<file path="config.mk">
export PLATFORM = sky130hd
export DESIGN_NAME = carrier_phase_div
export DESIGN_NICKNAME = d
export VERILOG_FILES = /design/src/rtl/cdiv_pkg.sv /design/src/rtl/cdiv_edge.sv /design/src/rtl/cdiv_cfg.sv /design/src/rtl/cdiv_wave.sv /design/src/rtl/carrier_phase_div.sv
export SDC_FILE = /design/constraint.sdc
export NUM_CORES = 1
export LEC_CHECK = 0
export CORE_UTILIZATION = 30
export CTS_CLUSTER_SIZE = 8
export DETAILED_ROUTE_END_ITERATION = 10
export MAX_ROUTING_LAYER = met4
export PLACE_DENSITY_LB_ADDON = 0.05
export SLEW_MARGIN = 20
export SYNTH_ARGS = -nofsm -noshare
export SYNTH_HDL_FRONTEND = slang
export SYNTH_SLANG_ARGS = --single-unit
export TNS_END_PERCENT = 100
</file>
<file path="constraint.sdc">
create_clock -name clk -period 176.2 [get_ports clk]
set_input_delay 35.24 -clock clk [delete_from_list [all_inputs] [get_ports clk]]
set_output_delay 35.24 -clock clk [all_outputs]
set_load 0.005 [all_outputs]
</file>
<file path="src/rtl/cdiv_pkg.sv">
package cdiv_pkg;

    localparam int unsigned CDIV_W  = 16;
    localparam int unsigned MIN_DIV = 2;

    typedef logic [CDIV_W-1:0] cval_t;

    typedef struct packed {
        cval_t per;   // period compare (counter wraps after it)
        cval_t lead;  // sets the sample clock
        cval_t trail; // clears the helper clock
    } cmp_set_t;

    function automatic cmp_set_t cmp_from_div(input cval_t d);
        cmp_set_t r;
        cval_t    c;
        c       = (d < cval_t'(MIN_DIV)) ? cval_t'(MIN_DIV) : d;
        r.per   = c;
        r.lead  = cval_t'(1);
        r.trail = cval_t'(1) + (c >> 1);
        return r;
    endfunction

    function automatic cmp_set_t cmp_rotate(input cmp_set_t s, input int signed inc);
        cmp_set_t  r;
        int signed p;
        int signed ta;
        int signed tb;
        p  = int'({1'b0, s.per});
        ta = (int'({1'b0, s.lead})  + inc) % p;
        tb = (int'({1'b0, s.trail}) + inc) % p;
        if (ta < 0) ta = ta + p;
        if (tb < 0) tb = tb + p;
        if (ta == 0) begin
            ta = 1;
            tb = tb + 1;
        end
        r.per   = s.per;
        r.lead  = cval_t'(ta);
        r.trail = cval_t'(tb);
        return r;
    endfunction

endpackage

</file>
<file path="src/rtl/cdiv_edge.sv">
module cdiv_edge (
    input  logic clk,
    input  logic rst,
    input  logic sync_in,
    output logic trig_o
);
    logic sync_q;

    always_ff @(posedge clk) begin
        if (rst) sync_q <= 1'b0;
        else     sync_q <= sync_in;
    end

    assign trig_o = sync_in & ~sync_q & ~rst;
endmodule

</file>
<file path="src/rtl/cdiv_cfg.sv">
module cdiv_cfg
    import cdiv_pkg::*;
#(
    parameter int unsigned STEP_W  = 8,
    parameter int unsigned DEF_DIV = 128
) (
    input  logic                     clk,
    input  logic                     rst,
    input  logic                     div_we,
    input  cval_t                    div_val,
    input  logic                     step_we,
    input  logic signed [STEP_W-1:0] step_val,
    input  logic                     wrap,
    output cmp_set_t                 act_o
);
    localparam cmp_set_t RST_SET = cmp_from_div(cval_t'(DEF_DIV));

    cmp_set_t shadow_q;
    cmp_set_t active_q;
    cmp_set_t shadow_d;

    always_comb begin
        shadow_d = shadow_q;
        if (div_we)       shadow_d = cmp_from_div(div_val);
        else if (step_we) shadow_d = cmp_rotate(shadow_q, int'(step_val));
    end

    always_ff @(posedge clk) begin
        if (rst) begin
            shadow_q <= RST_SET;
            active_q <= RST_SET;
        end else begin
            shadow_q <= shadow_d;
            if (wrap) active_q <= shadow_q;
        end
    end

    assign act_o = active_q;
endmodule

</file>
<file path="src/rtl/cdiv_wave.sv">
module cdiv_wave
    import cdiv_pkg::*;
(
    input  logic     clk,
    input  logic     rst,
    input  logic     trig,
    input  cmp_set_t act,
    output cval_t    cnt_o,
    output logic     wrap_o,
    output logic     smp_o,
    output logic     hlp_o
);
    cval_t cnt_q;
    logic  smp_q;
    logic  smp_prev_q;
    logic  hlp_q;
    logic  at_per;
    logic  at_lead;
    logic  at_trail;
    logic  smp_rise;

    assign at_per   = (cnt_q == act.per);
    assign at_lead  = (cnt_q == act.lead);
    assign at_trail = (cnt_q == act.trail);
    assign smp_rise = smp_q & ~smp_prev_q;
    assign wrap_o   = at_per & ~trig;

    always_ff @(posedge clk) begin
        if (rst) begin
            cnt_q      <= '0;
            smp_q      <= 1'b0;
            smp_prev_q <= 1'b0;
            hlp_q      <= 1'b0;
        end else begin
            smp_prev_q <= smp_q;
            if (trig) begin
                cnt_q <= '0;
                smp_q <= 1'b0;
                hlp_q <= 1'b0;
            end else begin
                cnt_q <= at_per ? '0 : cnt_q + cval_t'(1);
                if (at_per)       smp_q <= 1'b0;
                else if (at_lead) smp_q <= 1'b1;
                if (smp_rise)      hlp_q <= 1'b1;
                else if (at_trail) hlp_q <= 1'b0;
            end
        end
    end

    assign cnt_o = cnt_q;
    assign smp_o = smp_q;
    assign hlp_o = hlp_q;
endmodule

</file>
<file path="src/rtl/carrier_phase_div.sv">
module carrier_phase_div
    import cdiv_pkg::*;
#(
    parameter int unsigned STEP_W  = 8,
    parameter int unsigned DEF_DIV = 128
) (
    input  logic                     clk,
    input  logic                     rst,
    input  logic                     div_we,
    input  logic [15:0]              div_val,
    input  logic                     step_we,
    input  logic signed [STEP_W-1:0] step_val,
    input  logic                     frame_sync,
    output logic                     smp_clk,
    output logic                     helper_clk
);
    logic     trig;
    logic     wrap;
    cval_t    cnt;
    cmp_set_t act;

    cdiv_edge u_edge (
        .clk    (clk),
        .rst    (rst),
        .sync_in(frame_sync),
        .trig_o (trig)
    );

    cdiv_cfg #(
        .STEP_W (STEP_W),
        .DEF_DIV(DEF_DIV)
    ) u_cfg (
        .clk     (clk),
        .rst     (rst),
        .div_we  (div_we),
        .div_val (div_val),
        .step_we (step_we),
        .step_val(step_val),
        .wrap    (wrap),
        .act_o   (act)
    );

    cdiv_wave u_wave (
        .clk   (clk),
        .rst   (rst),
        .trig  (trig),
        .act   (act),
        .cnt_o (cnt),
        .wrap_o(wrap),
        .smp_o (smp_clk),
        .hlp_o (helper_clk)
    );
endmodule

</file>
## Word-level counts from Yosys, hierarchy flattened

Index checks and enable logic that the tools add are counted.

- Input port bits: 29
- Word-level logic and storage cells: 53
- Output and inout bits: 2
- Flip-flop bits (word level): 116

- Mux-type cells: 13
- Divide/modulo/power cells: 2
- $add $sub $neg: 7
- Equal/unequal tests: 3
- Magnitude comparators: 3
- Bitwise gates (word level): 8
- Reduce and logical (&&, ||, !) cells: 6

Operator list:

| kind | number |
|---|---|
| $mux 32 | 4 |
| $mux 16 | 6 |
| $lt 32x1->1 const B | 2 |
| $mod 32x17->32 | 2 |
| $eq 16x16->1 | 3 |
| $mux 48 | 1 |
| $add 17x8->18 | 2 |
| $add 32x17->32 | 1 |
| $logic_not 32->1 | 1 |
| $add 1x15->16 const A | 1 |
| $add 16x1->16 const B | 1 |
| $add 16x16->16 | 1 |
| $add 16x2->16 const B | 1 |
| $lt 16x2->1 const B | 1 |
| $and 1x1->1 | 4 |
| $not 1->1 | 4 |
| $reduce_bool 2->1 | 2 |
| $reduce_or 2->1 | 2 |
| $reduce_or 3->1 | 1 |
| $mux 1 | 2 |

## Longest topological paths before layout

- Word-level depth: 10
- Depth in mapped cells: 497
- Gate-level depth less buffers: 457

## By module

Synthesis repeated with hierarchy kept, for this count alone.

- Cell total of the unflattened synthesis: 8235
- Area total of the unflattened synthesis: 59084.2 um^2

By module, submodules not included:

| module | instances | area each (um^2) | seq. area each (um^2) | cells each |
|---|---|---|---|---|
| cdiv_cfg | 1 | 57527.7 | 1921.8 | 8068 |
| cdiv_wave | 1 | 1517.7 | 380.4 | 164 |
| cdiv_edge | 1 | 38.8 | 20.0 | 3 |

## Least setup slack after synthesis

Ideal clock, no wire load.

- Path type: input port to flip-flop
- Start point: input step_val[1]
- End point: register u_cfg.shadow_q[8] (netlist bit)
- Cell stages on the path: 388
- Required time: 176.078 ns
- Path buffers: 38
- Arrival time: 113.706 ns
- Library setup time: 0.122 ns
- Slack: 62.372 ns
- Cells stage by stage: ha_1 -> a21o_1 -> a21oi_1 -> o21bai_1 -> a21oi_1 -> o21bai_1 -> a21oi_1 -> o21ai_0 -> a21oi_1 -> o21bai_1 -> a21oi_1 -> o21ai_0 -> o41ai_1 -> xnor2_1 -> clkbuf_1 -> and4b_1 -> ha_1 -> o211ai_1 -> [352 not listed] -> ha_1 -> a21oi_1 -> o21bai_1 -> a21oi_1 -> o21bai_1 -> a21oi_1 -> o21ai_0 -> a31oi_1 -> o21ai_0 -> a21oi_1 -> nor2_1 -> nand4_1 -> mux2_2 -> a2111oi_4 -> nand3_1 -> or2_1 -> xnor2_1 -> a221o_1

- Longest elaborated chain between the ends: 10
- Elaborated cells between the ends (all ways): 19
- Classes of those cells: 5 x add/sub; 2 x div; 2 x order compare; 9 x mux; 1 x reduce/logical

RTL lines:

| item | line | RTL |
|---|---|---|
| from (decl) | carrier_phase_div.sv:12 | `input logic signed [STEP_W-1:0] step_val,` |
| $add 17x8->18 (on tied branches) | cdiv_pkg.sv:31, cdiv_pkg.sv:30 |  |
| $mod 32x17->32 (on tied branches) | cdiv_pkg.sv:31, cdiv_pkg.sv:30 |  |
| $lt 32x1->1 (tied with other cells) | cdiv_pkg.sv:33 | `if (tb < 0) tb = tb + p;` |
| $mux 16 / $mux 32 (equally long branches) | cdiv_pkg.sv:33, cdiv_pkg.sv:32 |  |
| $mux 16 / $mux 32 (equally long branches) | cdiv_cfg.sv:25 | `else if (step_we) shadow_d = cmp_rotate(shadow_q, int'(step_val));` |
| $mux 16 / $mux 32 (equally long branches) | cdiv_cfg.sv:24 | `if (div_we) shadow_d = cmp_from_div(div_val);` |
| $add 16x2->16 / $logic_not 32->1 (equally long branches) | cdiv_pkg.sv:36, cdiv_pkg.sv:34 |  |
| $mux 16 (*) | cdiv_pkg.sv:34 | `if (ta == 0) begin` |
| $mux 32 (*) | cdiv_cfg.sv:25 |  |
| $mux 48 (*) | cdiv_cfg.sv:24 |  |
| to (signal assigned) | cdiv_cfg.sv:33 | `shadow_q <= shadow_d;` |
| to (decl) | cdiv_cfg.sv:18 | `cmp_set_t shadow_q;` |

Every way passes the cells marked *; elsewhere a longest branch is shown, timed or not. The select of a mux whose other input is x is not followed.
A chain may end at the register's enable or synchronous reset.

## Final worst setup path

- Start point: input step_val[1]
- End point: register u_cfg.shadow_q[13] (netlist bit)

The elaborated chain is that of the path after synthesis.

==> impl_metrics.ini <==
[sta]
setup_viol = 0
rsz0062_at_grt = false
finalClockSkew_ps = 11.1
hold_viol = 0
period_minus_slack_ps = 123110
max_freq_mhz = 8.12
finalCritPeriodShare_pct = 69.9
tightest_slew_ps = 1110
tns_ps = 0
drv_slew = 0
relSlewSlack_pct = 25.5

[critical_path]
worst_path_max_delay_cell = a31oi_1
criticalPathCategory = input port to register
r2r-start = u_cfg.shadow_q[32]$_SDFFE_PP0P_
crit_required_ps = 176480
crit_family = compound AO/OA/AOI/OAI gates
arrival_ps = 123390
cp_num_buf_inv = 17
startpoint_type = input port
worstPathMaxFanout = 46
critical_path.startpoint = step_val[1]
path_common_cell = o21a_1
endpoint_kind = register
cp_slowest_stage_delay_ps = 930

[final_layout]
seq_area_um2 = 2320
final_common_cell = nor2_1
syn_to_final_growth_pct = 7.48
layout-drive-gt1-share_pct = 8.78
multi_input_area_um2 = 54400
nets = 8985
nFillCells = 20800
final_cell_mix = 878 x nor2_1, 864 x ha_1, 625 x nand2_1

[synth]
synth-seq-cells = 116
yosys_warnings = 0
synth_flop_cell = dfxtp_1
syn_area_um2 = 58300
ys_async_sr_fraction_pct = 0
synth_edf_count = 0
ys_seq_area_share_pct = 3.98
synthCells = 8106
synth_area_per_cell_um2 = 7.19
synthDistinctLibCells = 142

[placement]
hpwl_um = 183000
io_buffers = 30
globalplace.congestion = 0.898

[floorplanning]
floorplan.initialDensity_pct = 30.2
die_area_um2 = 196000
fp.dieW_um = 443
pin_count = 31
rows = 161
die_h_um = 443
core_um2 = 193000

[clock_tree]
cts_buffers = 17
clkLatencyLatePin_ps = 440
cts_setup_buffers = 0
hold_buffers = 0
cts_tree = built
cts_max_level = 4
post_cts_resized = 0
clock-sinks = 116
clk_pin_slew_ps = 50
clock_path_buffers = 2
ctsRootBufferMaster = clkbuf_16

[route]
wl_per_cell_um = 20.7
drt-total-wl_um = 220000
drc = 0
viasPerCell = 5.70
vias = 60500
drtIter0Drc = 3700
drtAntennaViolNets = 0
firstDrtPassIters = 5

[global_routing]
grt_pass1_wl_um = 340000
met2_usage_pct = 38.6
grtUsageMet1_pct = 28.6
grt.total_usage_pct = 22.2
antenna_found_initial = 7
grt_max_degree = 61
grtUsageMet3_pct = 0.699
busiest_layer = met2
grt_pass1_vias = 57800
grt_overflow = 0

[worst_hold_path]
min-delay-start = u_wave.smp_o$_SDFFE_PP0N_
hp-class = register to register

[run]
max-cap-violations = 0

[run_status]
status = completed
-- flip-flops by register name (all words and copies together), names as in the netlist --
signal             flops
u_cfg.act_o           48
u_cfg.shadow_q        48
u_edge.sync_q          1
u_wave.cnt_o          16
u_wave.hlp_o           1
u_wave.smp_o           1
u_wave.smp_prev_q      1
-- layout make-up --
class | instances | share of cell area [%]
Multi-Input combinational cell | 7562 | 86.9
Tap cell | 2526 | 5.04
Sequential cell | 116 | 3.71
Timing Repair Buffer | 149 | 1.88
Inverter | 240 | 1.47
Clock buffer | 17 | 0.679
Clock inverter | 14 | 0.324
Antenna cell | 2 | 0.00799
-- Yosys cell counts (all sizes together) (37+ instances only) --
cell type,n,share of area [%]
o211ai,90,1.2
or2,129,1.4
and2,91,0.98
and3,67,0.72
mux2,266,5.2
mux2i,191,3.3
xnor2,358,5.4
a21o,238,3.1
nand2b,81,0.88
a21oi,573,5.0
buf,77,0.61
o21a,399,5.1
nor2b,86,0.92
inv,239,1.5
or3,109,1.2
clkbuf,138,0.89
nand3,174,1.5
o2111ai,37,0.61
nand2,627,4.0
nor3,464,4.1
xor2,272,4.1
o21ai,356,3.1
a31oi,92,0.99
nor2,886,5.8
nand4,108,1.2
dfxtp,116,4.0
a211oi,60,0.84
nor4,71,0.91
ha,864,19
o21bai,48,0.62
o31ai,162,2.1
-- per-stage QoR --
stage                     hold slack (ps)  setup slack (ps)  cells  util, %  area, um^2
final                                 495             53090  10600     32.5       62600
after global routing                  522             45770  10600     32.5       62600
after CTS                             499             53280  10600     32.5       62600
after detailed placement              484             53040  10600     32.2       62000
after global placement                482             53060  10600     32.2       62000
after floorplan                       463             62370   8133        -       58400
-- worst paths after layout --
path	slack, ps	depth (start not counted)	to
worst max-delay path	53090	361	u_cfg.shadow_q[13]$_SDFFE_PP0P_
worst min-delay path	490	1	u_wave.smp_prev_q$_SDFF_PP0_
worst max register to register	67450	429	u_cfg.shadow_q[13]$_SDFFE_PP0P_
worst min register to register	490	1	u_wave.smp_prev_q$_SDFF_PP0_
-- layer usage --
layer / vias to the layer above / part of all wire [%]
li1: 30700 / -
met1: 28900 / 47
met2: 851 / 48
met3: 134 / 2.4
met4: 0 / 2.2
met5: - / 0
-- cell families after synthesis --
kind of cell / synth area share, %
adders and majority gates: 18.8
other: 0.00643
DFF: 3.98
and+or+nand+nor: 25.7
buffers and inverters: 3.04
AOI/OAI and AO/OA: 30.1
xor gates and xnor gates: 9.48
muxes: 8.89
Power is not shown: default switching activity piles up to over one toggle a cycle in this logic, so the estimate is an artifact.
